<file path="src/rtl/lq_pkg.sv">
`timescale 1ns/1ps
package lq_pkg;
    typedef enum logic [1:0] {
        LQ_IDLE   = 2'd0,
        LQ_COMMIT = 2'd1,
        LQ_SQUASH = 2'd2
    } lq_state_e;
endpackage

</file>
<file path="src/rtl/lq_ring_ctrl.sv">
`timescale 1ns/1ps
module lq_ring_ctrl
    import lq_pkg::*;
#(
    parameter int DEPTH = 4,
    parameter int SEQ_W = 8,
    localparam int SLOTS = DEPTH + 1,
    localparam int IDX_W = $clog2(SLOTS),
    localparam int CNT_W = $clog2(DEPTH + 1)
) (
    input  logic             clk,
    input  logic             rst_n,
    input  logic             alloc_valid,
    input  logic             commit_valid,
    input  logic [SEQ_W-1:0] commit_seq,
    input  logic             squash_valid,
    input  logic [SEQ_W-1:0] squash_seq,
    input  logic [SEQ_W-1:0] head_seq,
    input  logic [SEQ_W-1:0] last_seq,
    output logic [IDX_W-1:0] head_idx,
    output logic [IDX_W-1:0] tail_idx,
    output logic [IDX_W-1:0] last_idx,
    output logic [CNT_W-1:0] count,
    output logic             full,
    output logic             empty,
    output logic             busy,
    output logic             alloc_ok,
    output logic             pop,
    output logic             drop
);
    lq_state_e        state_q, state_d;
    logic [SEQ_W-1:0] bound_q, bound_d;
    logic [IDX_W-1:0] head_q, tail_q;
    logic [CNT_W-1:0] cnt_q;

    function automatic logic [IDX_W-1:0] ring_inc(input logic [IDX_W-1:0] i);
        return (i == IDX_W'(SLOTS - 1)) ? '0 : i + 1'b1;
    endfunction

    function automatic logic [IDX_W-1:0] ring_dec(input logic [IDX_W-1:0] i);
        return (i == '0) ? IDX_W'(SLOTS - 1) : i - 1'b1;
    endfunction

    // state register
    always_ff @(posedge clk) begin
        if (!rst_n) begin
            state_q <= LQ_IDLE;
            bound_q <= '0;
        end else begin
            state_q <= state_d;
            bound_q <= bound_d;
        end
    end

    // next state
    always_comb begin
        state_d = state_q;
        bound_d = bound_q;
        unique case (state_q)
            LQ_IDLE: begin
                if (squash_valid) begin
                    state_d = LQ_SQUASH;
                    bound_d = squash_seq;
                end else if (commit_valid) begin
                    state_d = LQ_COMMIT;
                    bound_d = commit_seq;
                end
            end
            LQ_COMMIT: if (!pop)  state_d = LQ_IDLE;
            LQ_SQUASH: if (!drop) state_d = LQ_IDLE;
            default:   state_d = LQ_IDLE;
        endcase
    end

    // outputs
    always_comb begin
        empty    = (cnt_q == '0);
        full     = (cnt_q == CNT_W'(DEPTH));
        busy     = (state_q != LQ_IDLE);
        last_idx = ring_dec(tail_q);
        pop      = (state_q == LQ_COMMIT) && !empty && (head_seq <= bound_q);
        drop     = (state_q == LQ_SQUASH) && !empty && (last_seq > bound_q);
        alloc_ok = alloc_valid && (state_q == LQ_IDLE) && !full && !squash_valid;
        head_idx = head_q;
        tail_idx = tail_q;
        count    = cnt_q;
    end

    // pointers and occupancy
    always_ff @(posedge clk) begin
        if (!rst_n) begin
            head_q <= '0;
            tail_q <= '0;
            cnt_q  <= '0;
        end else begin
            if (alloc_ok) begin
                tail_q <= ring_inc(tail_q);
                cnt_q  <= cnt_q + 1'b1;
            end
            if (drop) begin
                tail_q <= ring_dec(tail_q);
                cnt_q  <= cnt_q - 1'b1;
            end
            if (pop) begin
                head_q <= ring_inc(head_q);
                cnt_q  <= cnt_q - 1'b1;
            end
        end
    end

    a_r2_no_overflow: assert property (@(posedge clk) disable iff (!rst_n)
        int'(cnt_q) <= DEPTH);

    a_r2_ptr_count: assert property (@(posedge clk) disable iff (!rst_n)
        int'(cnt_q) == (int'(tail_q) + SLOTS - int'(head_q)) % SLOTS);

    a_r4_count_step: assert property (@(posedge clk) disable iff (!rst_n)
        (cnt_q == $past(cnt_q)) || (cnt_q == $past(cnt_q) + 1'b1) ||
        (cnt_q == $past(cnt_q) - 1'b1));

    a_r5_squash_holds_head: assert property (@(posedge clk) disable iff (!rst_n)
        drop |=> $stable(head_q));
endmodule

</file>
<file path="src/rtl/lq_probe.sv">
`timescale 1ns/1ps
module lq_probe #(
    parameter int SLOTS = 5,
    parameter int IDX_W = 3,
    parameter int KEY_W = 8
) (
    input  logic [IDX_W-1:0] start_idx,
    input  logic [IDX_W-1:0] tail_idx,
    input  logic [SLOTS-1:0] executed,
    input  logic [KEY_W-1:0] slot_key [SLOTS],
    input  logic [KEY_W-1:0] probe_key,
    output logic             hit,
    output logic [IDX_W-1:0] hit_idx
);
    logic [SLOTS-1:0] match;

    for (genvar g = 0; g < SLOTS; g++) begin : g_cmp
        assign match[g] = executed[g] && (slot_key[g] == probe_key);
    end

    // oldest match inside the window [start, tail)
    always_comb begin
        int span;
        int pos;
        hit     = 1'b0;
        hit_idx = '0;
        span = ((int'(tail_idx) - int'(start_idx)) % SLOTS + SLOTS) % SLOTS;
        for (int k = 0; k < SLOTS; k++) begin
            pos = (int'(start_idx) + k) % SLOTS;
            if (!hit && (k < span) && match[pos]) begin
                hit     = 1'b1;
                hit_idx = IDX_W'(pos);
            end
        end
    end
endmodule

</file>
<file path="src/rtl/lq_order_queue.sv">
`timescale 1ns/1ps
module lq_order_queue #(
    parameter int DEPTH    = 4,
    parameter int SEQ_W    = 8,
    parameter int ADDR_W   = 16,
    parameter int SQ_IDX_W = 3,
    parameter int CMP_LSB  = 8,
    localparam int SLOTS = DEPTH + 1,
    localparam int IDX_W = $clog2(SLOTS),
    localparam int CNT_W = $clog2(DEPTH + 1),
    localparam int KEY_W = ADDR_W - CMP_LSB
) (
    input  logic                clk,
    input  logic                rst_n,
    input  logic                alloc_valid,
    input  logic [SEQ_W-1:0]    alloc_seq,
    input  logic                alloc_sq_empty,
    input  logic [SQ_IDX_W-1:0] alloc_sq_tail,
    output logic                alloc_ok,
    output logic [IDX_W-1:0]    alloc_idx,
    output logic                alloc_older_none,
    output logic [SQ_IDX_W-1:0] alloc_older_idx,
    input  logic                addr_valid,
    input  logic [IDX_W-1:0]    addr_idx,
    input  logic [ADDR_W-1:0]   addr_value,
    input  logic                commit_valid,
    input  logic [SEQ_W-1:0]    commit_seq,
    input  logic                squash_valid,
    input  logic [SEQ_W-1:0]    squash_seq,
    input  logic                probe_valid,
    input  logic [IDX_W-1:0]    probe_start,
    input  logic [KEY_W-1:0]    probe_key,
    output logic                probe_fault,
    input  logic                viol_read,
    output logic                viol_valid,
    output logic [IDX_W-1:0]    viol_idx,
    output logic [SEQ_W-1:0]    viol_seq,
    output logic [ADDR_W-1:0]   viol_addr,
    output logic [CNT_W-1:0]    count,
    output logic                full,
    output logic                empty,
    output logic                busy
);
    logic [SEQ_W-1:0]  seq_q  [SLOTS];
    logic [ADDR_W-1:0] addr_q [SLOTS];
    logic [KEY_W-1:0]  key_w  [SLOTS];
    logic [SLOTS-1:0]  exec_q;
    logic [IDX_W-1:0]  head_idx, tail_idx, last_idx, hit_idx;
    logic              pop, drop, hit;
    logic              vv_q;
    logic [IDX_W-1:0]  vi_q;
    logic [SEQ_W-1:0]  vs_q;
    logic [ADDR_W-1:0] va_q;

    lq_ring_ctrl #(.DEPTH(DEPTH), .SEQ_W(SEQ_W)) u_ctrl (
        .clk(clk), .rst_n(rst_n),
        .alloc_valid(alloc_valid),
        .commit_valid(commit_valid), .commit_seq(commit_seq),
        .squash_valid(squash_valid), .squash_seq(squash_seq),
        .head_seq(seq_q[head_idx]), .last_seq(seq_q[last_idx]),
        .head_idx(head_idx), .tail_idx(tail_idx), .last_idx(last_idx),
        .count(count), .full(full), .empty(empty), .busy(busy),
        .alloc_ok(alloc_ok), .pop(pop), .drop(drop)
    );

    for (genvar g = 0; g < SLOTS; g++) begin : g_key
        assign key_w[g] = addr_q[g][ADDR_W-1:CMP_LSB];
    end

    lq_probe #(.SLOTS(SLOTS), .IDX_W(IDX_W), .KEY_W(KEY_W)) u_probe (
        .start_idx(probe_start), .tail_idx(tail_idx),
        .executed(exec_q), .slot_key(key_w), .probe_key(probe_key),
        .hit(hit), .hit_idx(hit_idx)
    );

    assign alloc_idx        = tail_idx;
    assign alloc_older_none = alloc_sq_empty;
    assign alloc_older_idx  = alloc_sq_empty ? '0 : alloc_sq_tail;
    assign probe_fault      = probe_valid && !vv_q && hit;
    assign viol_valid       = vv_q;
    assign viol_idx         = vi_q;
    assign viol_seq         = vs_q;
    assign viol_addr        = va_q;

    // slot payload
    always_ff @(posedge clk) begin
        if (alloc_ok) seq_q[tail_idx] <= alloc_seq;
        if (addr_valid && (int'(addr_idx) < SLOTS)) addr_q[addr_idx] <= addr_value;
    end

    // executed flags: write sets, allocation and squash clear
    always_ff @(posedge clk) begin
        if (!rst_n) begin
            exec_q <= '0;
        end else begin
            if (addr_valid && (int'(addr_idx) < SLOTS)) exec_q[addr_idx] <= 1'b1;
            if (alloc_ok) exec_q[tail_idx] <= 1'b0;
            if (drop)     exec_q[last_idx] <= 1'b0;
        end
    end

    // violator register, read-and-clear
    always_ff @(posedge clk) begin
        if (!rst_n) begin
            vv_q <= 1'b0;
            vi_q <= '0;
            vs_q <= '0;
            va_q <= '0;
        end else if (probe_fault) begin
            vv_q <= 1'b1;
            vi_q <= hit_idx;
            vs_q <= seq_q[hit_idx];
            va_q <= addr_q[hit_idx];
        end else if (viol_read) begin
            vv_q <= 1'b0;
        end
    end

    a_r6_fault_needs_loads: assert property (@(posedge clk) disable iff (!rst_n)
        probe_fault |-> !empty);

    a_r10_hit_executed: assert property (@(posedge clk) disable iff (!rst_n)
        probe_fault |-> exec_q[hit_idx]);

    a_r8_violator_held: assert property (@(posedge clk) disable iff (!rst_n)
        (vv_q && !viol_read) |=> (vv_q && $stable(vi_q) && $stable(vs_q)));

    a_r9_read_clears: assert property (@(posedge clk) disable iff (!rst_n)
        (vv_q && viol_read) |=> !vv_q);
endmodule

</file>
<file path="config.mk">
export PLATFORM = sky130hd
export DESIGN_NAME = lq_order_queue
export DESIGN_NICKNAME = d
export VERILOG_FILES = /design/src/rtl/lq_pkg.sv /design/src/rtl/lq_ring_ctrl.sv /design/src/rtl/lq_probe.sv /design/src/rtl/lq_order_queue.sv
export SDC_FILE = /design/constraint.sdc
export NUM_CORES = 1
export LEC_CHECK = 0
export BUFFER_PORTS_ARGS = -buffer_cell sky130_fd_sc_hd__buf_2
export CAP_MARGIN = 20
export CELL_PAD_IN_SITES_DETAIL_PLACEMENT = 1
export CELL_PAD_IN_SITES_GLOBAL_PLACEMENT = 1
export CORE_AREA = 3 3 169 171
export DETAILED_ROUTE_END_ITERATION = 12
export DIE_AREA = 0 0 172 174
export PLACE_DENSITY_LB_ADDON = 0.1
export SLEW_MARGIN = 40
export SYNTH_ARGS = -nofsm -noshare
export SYNTH_HDL_FRONTEND = slang
export SYNTH_SLANG_ARGS = --single-unit
</file>
<file path="constraint.sdc">
create_clock -name clk -period 22.9 [get_ports clk]
set_input_delay 5.725 -clock clk [delete_from_list [all_inputs] [get_ports clk]]
set_output_delay 5.725 -clock clk [all_outputs]
set_load 0.02 [all_outputs]
</file>
== Word-level counts from Yosys, hierarchy flattened ==
Memory sizes are Yosys's and may differ from the RTL's. A register that Yosys moved wholly into a read port is not among the register bits.
Index checks and enable logic that the tools add are counted.
Word-level totals
  register bits after elaboration: 28
  RAM bits: 120
  input port bits: 66
  word-level logic and storage cells: 172
  memories kept: 2
Operators by class
  add/sub/neg operators: 11
  divide/modulo/power cells: 7
  magnitude comparators: 19
  eq/ne operators: 13
  muxes and demuxes: 60
  bitwise operators: 5
  reduce and logical (&&, ||, !) cells: 47
Memory list
  addr_q: depth 5, bits a word 16, rd ports 6, clocked after memory_dff 1, wr ports 1, RTL line lq_order_queue.sv:45  | logic [ADDR_W-1:0] addr_q [SLOTS];
  seq_q: depth 5, bits a word 8, rd ports 3, clocked after memory_dff 2, wr ports 1, RTL line lq_order_queue.sv:44  | logic [SEQ_W-1:0] seq_q [SLOTS];
Operators with widths (number)
  $mod 32x4->32 const B: 6
  $lt 32x5->1 const B: 5
  $lt 3x32->1 const A: 2
  $mux 3: 16
  $eq 8x8->1: 5
  $add 32x4->32 const B: 1
  $lt 1x32->1 const A: 1
  $lt 2x32->1 const A: 1
  $lt 4x32->1 const A: 1
  $mod 4x4->32 const B: 1
  $logic_and 1x1->1: 27
  $mux 5: 5
  $mux 1: 24
  $mux 8: 2
  $bmux 1 s3: 5
  $lt 3x4->1 const B: 3
  $and 5x5->5: 2
  $logic_not 1->1: 10
  $not 5->5: 2
  $add 3x1->3 const B: 3
  $demux 1 s3: 3
  $eq 3x3->1 const B: 3
  $ge 3x1->1 const B: 3
  $add 3x2->4 const B: 2
  20 further kinds: 29

== Depth between registers and ports, before layout ==
An unclocked memory read counts as a cell.
  word-level depth: 26
  gate-level depth with buffers: 59

== Hierarchy ==
A second synthesis with hierarchy kept.
Second synthesis, totals
  cells, all modules: 1257
  area total of the unflattened synthesis: 13874.6 um2
By module, submodules not included
  lq_order_queue: instances 1, cells each 494, area each 8211.6 um2, sequential area each 5705.5 um2
  lq_probe: instances 1, cells each 588, area each 4226.6 um2, sequential area each 0.0 um2
  lq_ring_ctrl: instances 1, cells each 175, area each 1436.4 um2, sequential area each 380.4 um2

== Least setup slack after synthesis ==
Ideal clock, no wire load.
  kind: input port to output port
  start: input port probe_start[2]
  end: output port probe_fault
  arrival: 16.333 ns
  slack: 0.842 ns
  stages on the path: 54
  buffers on the path: 6
  cell sequence: clkbuf_1 -> inv_1 -> ha_1 -> buf_6 -> nor2_1 -> a21oi_1 -> clkbuf_1 -> buf_1 -> nand2_1 -> a21boi_0 -> inv_1 -> ha_1 -> nand2b_1 -> a21oi_1 -> nor2_1 -> xor2_1 -> ha_1 -> nor2_1 -> (+18 left out) -> ha_1 -> inv_1 -> a21bo_1 -> and3_1 -> xnor2_1 -> a21oi_1 -> xor2_1 -> inv_1 -> ha_1 -> o211a_1 -> nand4_1 -> o31ai_1 -> o221ai_1 -> nor2_1 -> a21o_1 -> a31o_2 -> inv_1 -> clkbuf_1
On the way
  cells in the longest elaborated chain, start to end: 24
  elaborated cells on any way between the ends: 52
RTL lines
  from (decl): RTL line lq_order_queue.sv:31  | input logic [IDX_W-1:0] probe_start,
  $sub 3x3->4: RTL line lq_probe.sv:27  | span = ((int'(tail_idx) - int'(start_idx)) % SLOTS + SLOTS) % SLOTS;
  $mod 32x4->32: RTL line lq_probe.sv:27
  $add 32x4->32: RTL line lq_probe.sv:27
  $mod 32x4->32: RTL line lq_probe.sv:27
  $lt 1x32->1: RTL line lq_probe.sv:30  | if (!hit && (k < span) && match[pos]) begin
  $logic_and 1x1->1: RTL line lq_probe.sv:30
  $mux 1: RTL line lq_probe.sv:30
  $logic_not 1->1: RTL line lq_probe.sv:30
  (+6 left out)
  $mux 1: RTL line lq_probe.sv:30
  $logic_not 1->1: RTL line lq_probe.sv:30
  $logic_and 1x1->1 (2 in a row): RTL line lq_probe.sv:30
  $mux 1: RTL line lq_probe.sv:30
  $logic_not 1->1: RTL line lq_probe.sv:30
  $logic_and 1x1->1 (2 in a row): RTL line lq_probe.sv:30
  $mux 1 *: RTL line lq_probe.sv:30
  $logic_and 1x1->1 *: RTL line lq_order_queue.sv:79  | assign probe_fault = probe_valid && !vv_q && hit;
  to (decl): RTL line lq_order_queue.sv:33  | output logic probe_fault,
Mark *: on every way between the ends. The rest lies on a longest branch, timed or not. The select of a mux whose other input is x is not followed.

== Worst setup path after layout ==
  start: input port probe_start[0]
  end: output port probe_fault
The elaborated chain is that of the path after synthesis.

==> qor.txt <==
drt wl/cell: 22.12 µm
Post-synth top cells: edfxtp_1 (126), nand2_1 (122), mux2i_1 (67)
Crit Path Max Fanout: 17
clock latency on the worst-skew pair: 0.45 ns
Yosys cell types: 108
EDFF count, synth: 126
Synth top area share: 0.2926
Syn Std Cell Area: 0.01293 mm²
root buffer cell: clkbuf_16
GR Overflow Total: 0
initial core utilization: 0.4785
CP max stage cell: fa_1
total of max-cap violations: 0
core area: 0.02703 mm²
Final WS setup: 0.7797 ns
period utilization: 0.9660
startpoint class of the critical path: input port
Tmin final: 22.12 ns
cts bufs inserted: 17
Area after DPL: 0.01386 mm²
most frequent cell after synthesis: edfxtp_1
Global Route Usage Sum: 0.2592
Setup WS pre-CTS: -0.01811 ns
Avg Cell Area, Syn: 9.835 µm²
top cells by area, synth: edfxtp_1 (29%), dfxtp_1 (8.5%), ha_1 (6.0%)
CP dominant cell by count: inv_1
Pins Over Slew Limit: 0
post-route ant nets: 0
Residual DRC: 0
n_diodes: 0
reg-to-reg slack, setup: 9.48 ns
DRT Pass-1 Iters: 5
via count: 11130
worst slew pin tran: 0.7685 ns
row cnt: 60
CTS sink count: 181
yosys warns: 0
Cells after Synth: 1315
cell accounting for the most synthesized area: edfxtp_1
fin util: 0.5420
TritonCTS clock tree: built
Seq/Total Area, Yosys: 0.3777
Hold Path Class: register to register
Post-layout nets: 1547
H-tree levels: 4
Placer Congestion: 0.8961
share of cells above drive strength 1: 0.1929
Primary FF master, synth: edfxtp_1
CP endpoint kind: output pin
final setup fails: 0
Final Hold Fails: 0
Clock Tree Buf Depth: 2
post-route cell area: 0.01465 mm²
Fmax achieved: 45.21 MHz
first-pass GRT wire length: 62000 µm
PortBufs: 108
outcome: finished, final reports clean
CTS clk-pin slew, worst paths: 0.08 ns
Top Family by Delay on Critical Path: compound AO/OA/AOI/OAI gates
vias in the first global route: 11430
WP data arrival: 16.40 ns
initial antenna violation count: 2
Vias/cell: 6.282
worst path bufs/invs: 11
slew margin rel.: 0.4840
DP Wirelength: 28400 µm
Die H: 174 µm
Die X: 172 µm
#FFs+latches synth: 181
CP Data Required Time: 17.18 ns
Clock Skews: 0.01973 ns
Ports: 109
largest net degree at the start of global routing: 45
setup TNS: 0 ns
worst setup path class: input port to output pin
die area: 0.02993 mm²
DR iter-0 viols: 593
WL final: 39190 µm
Max stage delay on crit path: 0.61 ns
Async SR Flop Fraction: 0
Layout area overhead: 13.27%
placed cells by master (no fill, tap or decap), types with 10 or more instances in the layout:
cell and instances:
a21o_1 22, nor2b_1 33, mux2i_1 67, o21a_1 12
and2_1 14, nand2b_1 20, nand3b_1 15, nand2_1 122
buf_2 107, dfxtp_1 55, a221o_1 11, buf_4 36
nor3_1 24, ha_1 58, o221ai_1 20, and3_1 10
inv_1 55, mux2_2 21, a211oi_1 25, o21ai_1 19
o211a_1 21, nor2_1 60, xnor2_1 51, nand4_1 18
nand3_1 30, clkbuf_16 17, o22ai_1 12, o21ai_0 37
a21boi_0 10, a31oi_1 18, edfxtp_1 126, a21oi_1 63
o211ai_1 14, xor2_1 17
final cells by class:
type                       count  area [µm²]
multi-input combinational   1018        7676
inverter                      55       206.4
clock inverter                15       196.4
timing repair buffer         145       833.3
clock buffer                  17       425.4
sequential                   181        4885
tap                          341       426.7
fill                        3060       12380
registers in the layout (all words and copies together), names as in the netlist, named ones only:
register,flops
viol_addr,16
viol_idx,3
u_ctrl.count,3
u_ctrl.state_q,2
addr_q,86
viol_valid,1
u_ctrl.bound_q,8
u_ctrl.tail_idx,3
viol_seq,8
exec_q,5
seq_q,40
u_ctrl.head_idx,3
cell families after synthesis:
group,share of synthesized area
xor+xnor,0.05079
flops,0.3777
compound gates,0.2151
simple gates,0.1657
fa+ha+maj,0.06231
mux,0.08688
buf+inv,0.04121
other cells,0.0002900
through the flow:
step,hold WS (ns),instances
finish,0.4571,1772
floorplan,0.4722,1320
global placement,0.4371,1730
CTS,0.4595,1769
global route,0.4875,1772
detailed placement,0.4480,1730
final timing paths:
kind,start,to,cells past startpoint
hold reg to reg,viol_addr[1],viol_addr[1],2
hold / removal,viol_addr[1],viol_addr[1],2
setup reg to reg,u_ctrl.tail_idx[0],viol_seq[2],55
setup / recovery,probe_start[0],probe_fault,51
worst reg2reg max path, delay by kind of cell, from the launching register on:
kind,cells,cell delay [ns]
adder cells (fa/ha/maj),8,2.43
AO/OA/AOI/OAI,19,4.80
XOR/XNOR,4,1.06
AND/OR/NAND/NOR,12,1.98
buffers and inverters,10,1.89
multiplexers,2,0.61
flip-flops,1,0.55
what timing repair did:
item	in CTS	in global routing
endpoints found under the setup margin	1	1
hold buffers	0	0
pin swaps	1	4
gates cloned	0	0
resized for setup	1	17
setup buffers	7	3
routing by layer:
| metal | track usage | routed length [µm] |
|---|---|---|
| met5 | 0 | 23 |
| met4 | 0.06454 | 688 |
| met3 | 0.03093 | 1680 |
| met2 | 0.4467 | 19380 |
| met1 | 0.3464 | 17430 |
Power is left out: the tool's default activity adds up to more than one toggle a clock period on the data nets, which glitch-free logic cannot reach.
